<file path="src/rtl/csr_pkg.sv">
package csr_pkg;
  typedef enum logic [2:0] {
    IDX_CTL     = 3'd0,
    IDX_IEN_ALL = 3'd1,
    IDX_IEN_SRC = 3'd2,
    IDX_FLAGS   = 3'd3,
    IDX_BASE    = 3'd4,
    IDX_HOLE    = 3'd5,
    IDX_POS     = 3'd6,
    IDX_POS_NEW = 3'd7
  } csr_idx_e;

  localparam int B_GO    = 0;
  localparam int B_FIN   = 1;
  localparam int B_IDLE  = 2;
  localparam int B_TAKEN = 3;
  localparam int B_AUTO  = 7;
  localparam int B_IRQ   = 9;

  localparam int N_SRC     = 2;
  localparam int SRC_FIN   = 0;
  localparam int SRC_TAKEN = 1;

  localparam logic [1:0] RESP_OKAY = 2'b00;
endpackage

</file>
<file path="src/rtl/csr_axil_port.sv">
module csr_axil_port #(
  parameter int ADDR_W = 5,
  parameter int DATA_W = 32,
  localparam int STRB_W = DATA_W / 8
) (
  input  logic              clk,
  input  logic              rst,
  input  logic [ADDR_W-1:0] s_awaddr,
  input  logic              s_awvalid,
  output logic              s_awready,
  input  logic [DATA_W-1:0] s_wdata,
  input  logic [STRB_W-1:0] s_wstrb,
  input  logic              s_wvalid,
  output logic              s_wready,
  output logic              s_bvalid,
  input  logic              s_bready,
  input  logic [ADDR_W-1:0] s_araddr,
  input  logic              s_arvalid,
  output logic              s_arready,
  output logic [DATA_W-1:0] s_rdata,
  output logic              s_rvalid,
  input  logic              s_rready,
  output logic              wr_en,
  output logic [ADDR_W-1:0] wr_addr,
  output logic [DATA_W-1:0] wr_data,
  output logic [STRB_W-1:0] wr_strb,
  output logic              rd_en,
  output logic [ADDR_W-1:0] rd_addr,
  input  logic [DATA_W-1:0] rd_data
);
  logic aw_rdy_q, ar_rdy_q, b_vld_q, r_vld_q;
  logic [DATA_W-1:0] r_data_q;

  assign wr_en   = aw_rdy_q && s_awvalid && s_wvalid;
  assign wr_addr = s_awaddr;
  assign wr_data = s_wdata;
  assign wr_strb = s_wstrb;
  assign rd_en   = ar_rdy_q && s_arvalid;
  assign rd_addr = s_araddr;

  always_ff @(posedge clk) begin
    if (rst) begin
      aw_rdy_q <= 1'b0;
      b_vld_q  <= 1'b0;
    end else begin
      aw_rdy_q <= s_awvalid && s_wvalid && !aw_rdy_q && !b_vld_q;
      if (wr_en)         b_vld_q <= 1'b1;
      else if (s_bready) b_vld_q <= 1'b0;
    end
  end

  always_ff @(posedge clk) begin
    if (rst) begin
      ar_rdy_q <= 1'b0;
      r_vld_q  <= 1'b0;
      r_data_q <= '0;
    end else begin
      ar_rdy_q <= s_arvalid && !ar_rdy_q && !r_vld_q;
      if (rd_en) begin
        r_vld_q  <= 1'b1;
        r_data_q <= rd_data;
      end else if (s_rready) begin
        r_vld_q <= 1'b0;
      end
    end
  end

  assign s_awready = aw_rdy_q;
  assign s_wready  = aw_rdy_q;
  assign s_bvalid  = b_vld_q;
  assign s_arready = ar_rdy_q;
  assign s_rvalid  = r_vld_q;
  assign s_rdata   = r_data_q;
endmodule

</file>
<file path="src/rtl/csr_bank.sv">
module csr_bank
  import csr_pkg::*;
#(
  parameter int ADDR_W = 5,
  parameter int DATA_W = 32,
  localparam int STRB_W = DATA_W / 8
) (
  input  logic              clk,
  input  logic              rst,
  input  logic              wr_en,
  input  logic [ADDR_W-1:0] wr_addr,
  input  logic [DATA_W-1:0] wr_data,
  input  logic [STRB_W-1:0] wr_strb,
  input  logic              rd_en,
  input  logic [ADDR_W-1:0] rd_addr,
  output logic [DATA_W-1:0] rd_data,
  input  logic              job_done,
  input  logic              job_taken,
  input  logic              core_idle,
  input  logic [DATA_W-1:0] coord_data,
  input  logic              coord_vld,
  input  logic              irq,
  output logic              core_start,
  output logic [DATA_W-1:0] frame_base,
  output logic              gie,
  output logic [N_SRC-1:0]  ier,
  output logic [N_SRC-1:0]  isr
);
  function automatic logic addr_hit(input logic [ADDR_W-1:0] a);
    return (a[1:0] == 2'b00) && ((a >> 5) == '0);
  endfunction

  csr_idx_e widx, ridx;
  logic whit, rhit;
  assign widx = csr_idx_e'(wr_addr[4:2]);
  assign ridx = csr_idx_e'(rd_addr[4:2]);
  assign whit = wr_en && addr_hit(wr_addr);
  assign rhit = addr_hit(rd_addr);

  logic wr_ctl, wr_gie, wr_ier, wr_isr, wr_base, rd_ctl, rd_posn;
  assign wr_ctl  = whit && widx == IDX_CTL     && wr_strb[0];
  assign wr_gie  = whit && widx == IDX_IEN_ALL && wr_strb[0];
  assign wr_ier  = whit && widx == IDX_IEN_SRC && wr_strb[0];
  assign wr_isr  = whit && widx == IDX_FLAGS   && wr_strb[0];
  assign wr_base = whit && widx == IDX_BASE;
  assign rd_ctl  = rd_en && rhit && ridx == IDX_CTL;
  assign rd_posn = rd_en && rhit && ridx == IDX_POS_NEW;

  logic start_q, auto_q, done_q, taken_q, gie_q, posf_q;
  logic [N_SRC-1:0]  ier_q, isr_q, ev, flip;
  logic [DATA_W-1:0] pos_q;

  assign ev   = {job_taken, job_done};
  assign flip = wr_isr ? wr_data[N_SRC-1:0] : '0;

  always_ff @(posedge clk) begin
    if (rst) begin
      start_q <= 1'b0;
      auto_q  <= 1'b0;
      done_q  <= 1'b0;
      taken_q <= 1'b0;
      gie_q   <= 1'b0;
      ier_q   <= '0;
      isr_q   <= '0;
      pos_q   <= '0;
      posf_q  <= 1'b0;
    end else begin
      if (job_taken && !auto_q)     start_q <= 1'b0;
      if (wr_ctl && wr_data[B_GO])  start_q <= 1'b1;
      if (wr_ctl)                   auto_q  <= wr_data[B_AUTO];
      if (rd_ctl) begin
        done_q  <= 1'b0;
        taken_q <= 1'b0;
      end
      if (job_done)  done_q  <= 1'b1;
      if (job_taken) taken_q <= 1'b1;
      if (wr_gie) gie_q <= wr_data[0];
      if (wr_ier) ier_q <= wr_data[N_SRC-1:0];
      isr_q <= (isr_q ^ flip) | ev;
      if (coord_vld) pos_q <= coord_data;
      if (rd_posn)   posf_q <= 1'b0;
      if (coord_vld) posf_q <= 1'b1;
    end
  end

  for (genvar b = 0; b < STRB_W; b++) begin : g_base_byte
    logic [7:0] byte_q;
    always_ff @(posedge clk) begin
      if (rst)                          byte_q <= '0;
      else if (wr_base && wr_strb[b])   byte_q <= wr_data[8*b +: 8];
    end
    assign frame_base[8*b +: 8] = byte_q;
  end

  always_comb begin
    rd_data = '0;
    if (rhit) begin
      case (ridx)
        IDX_CTL: begin
          rd_data[B_GO]    = start_q;
          rd_data[B_FIN]   = done_q;
          rd_data[B_IDLE]  = core_idle;
          rd_data[B_TAKEN] = taken_q;
          rd_data[B_AUTO]  = auto_q;
          rd_data[B_IRQ]   = irq;
        end
        IDX_IEN_ALL: rd_data[0] = gie_q;
        IDX_IEN_SRC: rd_data[N_SRC-1:0] = ier_q;
        IDX_FLAGS:   rd_data[N_SRC-1:0] = isr_q;
        IDX_BASE:    rd_data = frame_base;
        IDX_POS:     rd_data = pos_q;
        IDX_POS_NEW: rd_data[0] = posf_q;
        default:     rd_data = '0;
      endcase
    end
  end

  assign core_start = start_q;
  assign gie = gie_q;
  assign ier = ier_q;
  assign isr = isr_q;
endmodule

</file>
<file path="src/rtl/csr_irq.sv">
module csr_irq #(
  parameter int N = 2
) (
  input  logic         clk,
  input  logic         rst,
  input  logic         gie,
  input  logic [N-1:0] ier,
  input  logic [N-1:0] isr,
  output logic         irq
);
  logic irq_q;
  always_ff @(posedge clk) begin
    if (rst) irq_q <= 1'b0;
    else     irq_q <= gie && |(isr & ier);
  end
  assign irq = irq_q;
endmodule

</file>
<file path="src/rtl/ctrl_regs_axil.sv">
module ctrl_regs_axil
  import csr_pkg::*;
#(
  parameter int ADDR_W = 5,
  parameter int DATA_W = 32,
  localparam int STRB_W = DATA_W / 8
) (
  input  logic              clk,
  input  logic              rst,
  input  logic [ADDR_W-1:0] s_awaddr,
  input  logic              s_awvalid,
  output logic              s_awready,
  input  logic [DATA_W-1:0] s_wdata,
  input  logic [STRB_W-1:0] s_wstrb,
  input  logic              s_wvalid,
  output logic              s_wready,
  output logic [1:0]        s_bresp,
  output logic              s_bvalid,
  input  logic              s_bready,
  input  logic [ADDR_W-1:0] s_araddr,
  input  logic              s_arvalid,
  output logic              s_arready,
  output logic [DATA_W-1:0] s_rdata,
  output logic [1:0]        s_rresp,
  output logic              s_rvalid,
  input  logic              s_rready,
  input  logic              job_done,
  input  logic              job_taken,
  input  logic              core_idle,
  input  logic [DATA_W-1:0] coord_data,
  input  logic              coord_vld,
  output logic              core_start,
  output logic [DATA_W-1:0] frame_base,
  output logic              irq
);
  logic              wr_en, rd_en;
  logic [ADDR_W-1:0] wr_addr, rd_addr;
  logic [DATA_W-1:0] wr_data, rd_data;
  logic [STRB_W-1:0] wr_strb;
  logic              gie_w;
  logic [N_SRC-1:0]  ier_w, isr_w;

  assign s_bresp = RESP_OKAY;
  assign s_rresp = RESP_OKAY;

  csr_axil_port #(.ADDR_W(ADDR_W), .DATA_W(DATA_W)) u_port (
    .clk(clk), .rst(rst),
    .s_awaddr(s_awaddr), .s_awvalid(s_awvalid), .s_awready(s_awready),
    .s_wdata(s_wdata), .s_wstrb(s_wstrb), .s_wvalid(s_wvalid), .s_wready(s_wready),
    .s_bvalid(s_bvalid), .s_bready(s_bready),
    .s_araddr(s_araddr), .s_arvalid(s_arvalid), .s_arready(s_arready),
    .s_rdata(s_rdata), .s_rvalid(s_rvalid), .s_rready(s_rready),
    .wr_en(wr_en), .wr_addr(wr_addr), .wr_data(wr_data), .wr_strb(wr_strb),
    .rd_en(rd_en), .rd_addr(rd_addr), .rd_data(rd_data)
  );

  csr_bank #(.ADDR_W(ADDR_W), .DATA_W(DATA_W)) u_bank (
    .clk(clk), .rst(rst),
    .wr_en(wr_en), .wr_addr(wr_addr), .wr_data(wr_data), .wr_strb(wr_strb),
    .rd_en(rd_en), .rd_addr(rd_addr), .rd_data(rd_data),
    .job_done(job_done), .job_taken(job_taken), .core_idle(core_idle),
    .coord_data(coord_data), .coord_vld(coord_vld), .irq(irq),
    .core_start(core_start), .frame_base(frame_base),
    .gie(gie_w), .ier(ier_w), .isr(isr_w)
  );

  csr_irq #(.N(N_SRC)) u_irq (
    .clk(clk), .rst(rst), .gie(gie_w), .ier(ier_w), .isr(isr_w), .irq(irq)
  );
endmodule

</file>
<file path="config.mk">
export PLATFORM = sky130hd
export DESIGN_NAME = ctrl_regs_axil
export DESIGN_NICKNAME = d
export VERILOG_FILES = /design/src/rtl/csr_pkg.sv /design/src/rtl/csr_axil_port.sv /design/src/rtl/csr_bank.sv /design/src/rtl/csr_irq.sv /design/src/rtl/ctrl_regs_axil.sv
export SDC_FILE = /design/constraint.sdc
export NUM_CORES = 1
export LEC_CHECK = 0
export BUFFER_PORTS_ARGS = -buffer_cell sky130_fd_sc_hd__buf_2
export CAP_MARGIN = 30
export CORE_ASPECT_RATIO = 0.9
export CORE_MARGIN = 2
export CORE_UTILIZATION = 50
export DETAILED_ROUTE_END_ITERATION = 16
export PLACE_DENSITY = 0.88
export RECOVER_POWER = 50
export SLEW_MARGIN = 0
export SYNTH_ARGS = -nofsm -noshare
export SYNTH_HDL_FRONTEND = slang
export SYNTH_SLANG_ARGS = --single-unit
</file>
<file path="constraint.sdc">
create_clock -name clk -period 1.99 [get_ports clk]
set_input_delay 0.398 -clock clk [delete_from_list [all_inputs] [get_ports clk]]
set_output_delay 0.398 -clock clk [all_outputs]
set_load 0.02 [all_outputs]
</file>
# After elaboration in Yosys (flattened, before gate mapping)
# Index checks and enable logic that the tools add are counted.
[totals]
register_bits = 111
input_bits = 89
wordCells = 97
[classes]
bitwise = 3
n_reduce_logical = 44
eq_ne = 10
mux = 21
[op_table]
columns = ["cell", "count"]
rows = [
  ["$pmux 22 s2", 1],
  ["$mux 32", 1],
  ["$logic_and 1x1->1", 28],
  ["$eq 3x2->1 const B", 4],
  ["$eq 3x3->1 const B", 4],
  ["$reduce_bool 2->1", 6],
  ["$mux 1", 11],
  ["$pmux 1 s7", 1],
  ["$eq 3x1->1 const B", 2],
  ["$logic_not 3->1", 2],
  ["$pmux 1 s3", 2],
  ["$pmux 2 s3", 1],
  ["$pmux 3 s2", 1],
  ["$logic_not 1->1", 5],
  ["$pmux 1 s5", 1],
  ["$logic_not 2->1", 2],
  ["$and 2x2->2", 1],
  ["$mux 2", 1],
  ["$or 2x2->2", 1],
  ["$pmux 1 s2", 1],
  ["$reduce_or 2->1", 1],
  ["$xor 2x2->2", 1],
]

# Logic depth before layout (Yosys ltp)
[logic_depth]
ltp_word = 8
ltp_mapped = 7
depth_no_buf = 4

# Modules after synthesis
# Synthesis repeated with hierarchy kept, for this count alone.
[hier_totals]
hier_cells = 614
hier_area_um2 = 5662.9
[modules_own_cells]
columns = ["mod", "cells_each", "seq_area_each_um2", "instances", "area_per_inst_um2"]
rows = [
  ["csr_bank", 398, 1481.4, 1, 3663.5],
  ["csr_axil_port", 208, 720.7, 1, 1925.6],
  ["csr_irq", 3, 20.0, 1, 40.0],
  ["ctrl_regs_axil", 5, 0.0, 1, 33.8],
]

# Worst setup path before layout
# OpenSTA, ideal clock, no wires.
[synth_path]
path_type = "flip-flop to flip-flop"
startpoint = "reg u_port.ar_rdy_q (netlist: u_port.s_arready)"
endpoint = "reg u_bank.done_q"
setup_time_ns = 0.128
setup_slack_ns = 0.454
path_stages_with_launch = 5
period_less_slack_ns = 1.536
arrival_time_ns = 1.408
t_required_ns = 1.862
path_cell_list = "dfxtp_1 -> nand4bb_2 -> or4_2 -> a21oi_1 -> nor2_1"
[synth_between]
elab_chain_len = 4
[synth_lines]
columns = ["element", "line_no", "text"]
rows = [
  ["from (decl)", "csr_axil_port.sv:31", "logic aw_rdy_q, ar_rdy_q, b_vld_q, r_vld_q;"],
  ["from (signal assigned)", "csr_axil_port.sv:58", "ar_rdy_q <= s_arvalid && !ar_rdy_q && !r_vld_q;"],
  ["$logic_and 1x1->1", "csr_axil_port.sv:38", "assign rd_en = ar_rdy_q && s_arvalid;"],
  ["$logic_and 1x1->1 (2 in series)", "csr_bank.sv:46", "assign rd_ctl = rd_en && rhit && ridx == IDX_CTL;"],
  ["$reduce_bool 2->1 (no source line)", "--", ""],
  ["to (signal assigned)", "csr_bank.sv:60", "done_q <= 1'b0;"],
  ["to (signal assigned)", "csr_bank.sv:72", "done_q <= 1'b0;"],
  ["to (signal assigned)", "csr_bank.sv:75", "if (job_done) done_q <= 1'b1;"],
  ["to (decl)", "csr_bank.sv:49", "logic start_q, auto_q, done_q, taken_q, gie_q, posf_q;"],
]
# Every way passes these cells.
# A chain may end at the register's enable or synchronous reset.

# Worst setup path in the final report
[layout_path]
startpoint = "in rst"
endpoint = "reg u_bank.pos_q[11]"
[layout_lines]
columns = ["element", "line_no", "text"]
rows = [
  ["from (decl)", "ctrl_regs_axil.sv:9", "input logic rst,"],
  ["to (signal assigned)", "csr_bank.sv:80", "if (coord_vld) pos_q <= coord_data;"],
  ["to (decl)", "csr_bank.sv:51", "logic [DATA_W-1:0] pos_q;"],
]
# No word-level cell between the ends.

==> impl_metrics.xml <==
<?xml version="1.0" encoding="UTF-8"?>
<metrics>
  <group name="route">
    <metric name="post_drt_via_cell_ratio" unit="">5.28</metric>
    <metric name="initialDrtViolationCount" unit="">114</metric>
    <metric name="drtPass1Iterations" unit="">4</metric>
    <metric name="detail_route.wl_per_cell" unit="µm">15.9</metric>
    <metric name="wirelength" unit="µm">11600</metric>
    <metric name="detailroute.via_count" unit="">3857</metric>
    <metric name="drc" unit="">0</metric>
    <metric name="antenna_left" unit="">0</metric>
  </group>
  <group name="clocking">
    <metric name="clk-insertion-delay-late" unit="ns">0.36</metric>
    <metric name="cts_made_buffers" unit="">9</metric>
    <metric name="cts_post_setup_buffers_inserted" unit="">0</metric>
    <metric name="htreeDepth" unit="">3</metric>
    <metric name="cts.path.max_buffers" unit="">2</metric>
    <metric name="clkTransAtPathRegs" unit="ns">0.11</metric>
    <metric name="post_cts_hold_buffer_count" unit="">0</metric>
    <metric name="tritoncts_clock_tree" unit="">done</metric>
    <metric name="clockRootBuffer" unit="">sky130_fd_sc_hd__clkbuf_8</metric>
    <metric name="cts_num_sinks" unit="">111</metric>
    <metric name="post_cts_resized" unit="">0</metric>
  </group>
  <group name="finish">
    <metric name="finish.net_count" unit="">693</metric>
    <metric name="final_cells" unit="">731</metric>
    <metric name="num_antenna_cells" unit="">0</metric>
    <metric name="p_r_area_growth_vs_syn" unit="%">20.2</metric>
    <metric name="drive_gt1_share" unit="%">30.5</metric>
  </group>
  <group name="power">
    <metric name="clockPowerShare" unit="%">31.7</metric>
    <metric name="power_density" unit="mW/mm²">682</metric>
    <metric name="power.leakage" unit="µW">0.00265</metric>
    <metric name="power.net_switching" unit="µW">983</metric>
    <metric name="power.internal" unit="µW">2950</metric>
    <metric name="switching_share" unit="%">25.0</metric>
    <metric name="seq_power_share" unit="%">58.5</metric>
    <metric name="power.combinational.fraction" unit="%">9.8</metric>
    <metric name="power.ir.vdd_worst" unit="V">0.000463</metric>
  </group>
  <group name="timing">
    <metric name="totalNegativeSetupSlack" unit="ns">0</metric>
    <metric name="worstMarginPinSlew" unit="ns">1.18</metric>
    <metric name="timing.final.crit_share" unit="%">85.6</metric>
    <metric name="grt_setup_unrepaired" unit="">false</metric>
    <metric name="achievable-frequency" unit="GHz">0.587</metric>
    <metric name="finalClockSkew" unit="ns">0.0140</metric>
    <metric name="final-hold-violation-count" unit="">0</metric>
    <metric name="timing.final.max_slew_violations" unit="">0</metric>
    <metric name="period_minus_slack" unit="ns">1.70</metric>
    <metric name="worst_slew_margin_rel" unit="%">21.2</metric>
    <metric name="timing.final.setup_violations" unit="">0</metric>
  </group>
  <group name="min_path">
    <metric name="min_path_cells" unit="">3</metric>
    <metric name="hold_end" unit="">u_bank.g_base_byte[0].byte_q[4]$_SDFFE_PP0P_</metric>
    <metric name="hold_path_class" unit="">input pin to register</metric>
    <metric name="worstHoldStart" unit="">s_wdata[4]</metric>
  </group>
  <group name="placed_design">
    <metric name="placed_cells" unit="">715</metric>
    <metric name="finalWeightedCongestion" unit="">0.868</metric>
    <metric name="i_o_buffers" unit="">159</metric>
    <metric name="detailed_place_hpwl" unit="µm">8560</metric>
  </group>
  <group name="synthesis">
    <metric name="synth_ff_type" unit="">sky130_fd_sc_hd__dfxtp_1</metric>
    <metric name="synthesis.instances" unit="">456</metric>
    <metric name="post-synth-top-area-cell" unit="">sky130_fd_sc_hd__dfxtp_1</metric>
    <metric name="synth_enable_flop_cells" unit="">0</metric>
    <metric name="mean_post_synth_cell_area" unit="µm²">10.5</metric>
    <metric name="postSynth.asyncResetShare" unit="%">0</metric>
    <metric name="yosysWarningCount" unit="">0</metric>
    <metric name="post-synth-top-area-fraction" unit="%">46.3</metric>
    <metric name="netlist_area_pre_place" unit="mm²">0.00480</metric>
    <metric name="synth.lib_cells_used.distinct" unit="">45</metric>
    <metric name="ys_top_cells_by_area" unit="">sky130_fd_sc_hd__dfxtp_1, sky130_fd_sc_hd__mux2i_1, sky130_fd_sc_hd__nor2_1, sky130_fd_sc_hd__a2bb2oi_2, sky130_fd_sc_hd__nor2_2</metric>
    <metric name="synth_sequential_area_ratio" unit="%">46.3</metric>
    <metric name="yosys_register_bits" unit="">111</metric>
  </group>
  <group name="worst_setup_path">
    <metric name="critical_path_fanouts_max" unit="">47</metric>
    <metric name="slowest_stage" unit="">sky130_fd_sc_hd__clkbuf_2</metric>
    <metric name="critical_path.endpoint_type" unit="">register</metric>
    <metric name="critical_path.startpoint_type" unit="">input pin</metric>
    <metric name="cp_dominant_cell_by_count" unit="">sky130_fd_sc_hd__clkbuf_2</metric>
    <metric name="cpPeakStageDelay" unit="ns">0.78</metric>
    <metric name="critPathTopFamily" unit="">buffers and inverters</metric>
    <metric name="reg_to_reg_setup_timing_slack" unit="ns">0.38</metric>
    <metric name="data_required_time_at_the_worst_endpoint" unit="ns">2.22</metric>
    <metric name="critPathKind" unit="">input pin to register</metric>
    <metric name="r2r-start" unit="">u_port.s_arready$_SDFF_PP0_</metric>
    <metric name="worstRegToRegCells" unit="">4</metric>
    <metric name="critPathBufInv" unit="">2</metric>
    <metric name="crit_chain" unit="">clkbuf_2, clkbuf_2, nor2_1</metric>
    <metric name="data_arrival_critical_path" unit="ns">1.93</metric>
    <metric name="regToRegEndpoint" unit="">u_bank.taken_q$_SDFFE_PP0P_</metric>
  </group>
  <group name="floorplanning">
    <metric name="core" unit="mm²">0.00921</metric>
    <metric name="die_x" unit="µm">107</metric>
    <metric name="num_io_pins" unit="">164</metric>
    <metric name="floorplan.die_area" unit="mm²">0.0104</metric>
    <metric name="die_h" unit="µm">96.9</metric>
    <metric name="start_util" unit="%">52.1</metric>
    <metric name="rows" unit="">33</metric>
  </group>
  <group name="global_route">
    <metric name="track_usage" unit="%">22.0</metric>
    <metric name="grt_pass1_wl" unit="µm">18400</metric>
    <metric name="grt_antenna_before_repair" unit="">0</metric>
    <metric name="first_global_vias" unit="">3829</metric>
    <metric name="grt_start_max_net_pins" unit="">48</metric>
    <metric name="grt.overflow.total" unit="">0</metric>
  </group>
  <group name="flow_run">
    <metric name="maxCapViolations" unit="">0</metric>
  </group>
  <group name="run_status">
    <metric name="outcome" unit="">finished, final reports clean</metric>
  </group>
</metrics>
per-layer routing:
metal / GRT usage [%] / wire, µm / up-vias
met5: 0 / 0 / -
li1: - / - / 1880
met4: 5.29 / 58 / 0
met1: 27.0 / 5020 / 1829
met3: 5.39 / 830 / 7
met2: 38.3 / 5700 / 141
worst reg2reg max path: stages (launching register included):
cell and delay (ns):
sky130_fd_sc_hd__dfxtp_1 0.47, sky130_fd_sc_hd__nand4bb_2 0.19, sky130_fd_sc_hd__or4_2 0.59, sky130_fd_sc_hd__a21oi_1 0.17
sky130_fd_sc_hd__nor2_1 0.05
synth_stat cells (all sizes together) (4+ instances only):
cell type / number
nand2: 9
nand3: 10
a22oi: 5
dfxtp: 111
clkbuf: 12
nor2: 103
buf: 24
nor3: 4
a2bb2oi: 26
mux2i: 99
o21ai: 7
a21oi: 10
inv: 6
through the flow:
stage / cell area [µm²] / power (µW) / utilization, % / hold slack [ns] / worst slack (ns)
detailed placement: 5680 / 2740 / 61.6 / 0.433 / 0.275
finish: 5770 / 3930 / 62.6 / 0.261 / 0.286
CTS: 5860 / 3980 / 63.6 / 0.245 / 0.396
global placement: 5680 / 2730 / 61.6 / 0.421 / 0.303
global route: 5770 / 4100 / 62.6 / 0.249 / 0.155
floorplan: 4810 / 2580 / - / 0.432 / 0.454
worst max path at each step:
stage                                      from                                           end  slack, ns  depth (start not counted)
finish                                      rst                 u_bank.pos_q[11]$_SDFFE_PP0P_       0.29                          3
floorplan           u_port.s_arready$_SDFF_PP0_                    u_bank.done_q$_SDFFE_PP0P_       0.45                          4
global placement                    s_araddr[0]                    u_bank.done_q$_SDFFE_PP0P_       0.30                          5
CTS                 u_port.s_arready$_SDFF_PP0_                   u_bank.taken_q$_SDFFE_PP0P_       0.40                          4
global route                                rst  u_bank.g_base_byte[1].byte_q[5]$_SDFFE_PP0P_       0.16                          3
detailed placement                  s_araddr[0]                   u_bank.taken_q$_SDFFE_PP0P_       0.28                          5
power groups by stage:
| stage | combinational [µW] | clock (µW) | sequential, µW |
|---|---|---|---|
| floorplan | 237 | 0 | 2350 |
| global placement | 380 | 0 | 2350 |
| CTS | 391 | 1280 | 2300 |
| finish | 386 | 1250 | 2300 |
| global route | 419 | 1370 | 2310 |
| detailed placement | 389 | 0 | 2350 |
final cells by class:
cell class	count	area [µm²]
Fill cell	804	3440
Clock inverter	5	38.8
Sequential cell	111	2220
Multi-Input combinational cell	306	2350
Inverter	6	22.5
Timing Repair Buffer	170	843
Tap cell	122	153
Clock buffer	11	141
sequential cells by signal (all words and copies together), names as in the netlist, 2 cells and up:
name,count
u_port.s_rdata,32
u_bank.pos_q,32
u_bank.isr,2
u_bank.ier,2
u_bank.g_base_byte.byte_q,32
placed cells by master, fill, tap and decap left out, types with 4 or more instances in the layout:
master	instances
sky130_fd_sc_hd__nand2_1	8
sky130_fd_sc_hd__clkbuf_8	10
sky130_fd_sc_hd__mux2i_1	99
sky130_fd_sc_hd__a22oi_1	5
sky130_fd_sc_hd__o21ai_0	7
sky130_fd_sc_hd__a2bb2oi_1	6
sky130_fd_sc_hd__nor2_1	83
sky130_fd_sc_hd__inv_1	6
sky130_fd_sc_hd__a2bb2oi_2	20
sky130_fd_sc_hd__nand3_4	4
sky130_fd_sc_hd__buf_2	107
sky130_fd_sc_hd__dfxtp_1	111
sky130_fd_sc_hd__nand3_1	6
sky130_fd_sc_hd__nor2_2	20
sky130_fd_sc_hd__a21oi_1	10
sky130_fd_sc_hd__buf_4	5
sky130_fd_sc_hd__clkbuf_1	53
sky130_fd_sc_hd__conb_1	4
cells by family after synthesis:
family,count (synthesis),synth area share (%)
other,1,0.0782
muxes,101,21.1
buffers and inverters,42,5.29
DFF,111,46.3
and+or+nand+nor,146,16.0
xor gates and xnor gates,2,0.365
AOI/OAI and AO/OA,53,10.8
(Power assumes the default switching activity.)
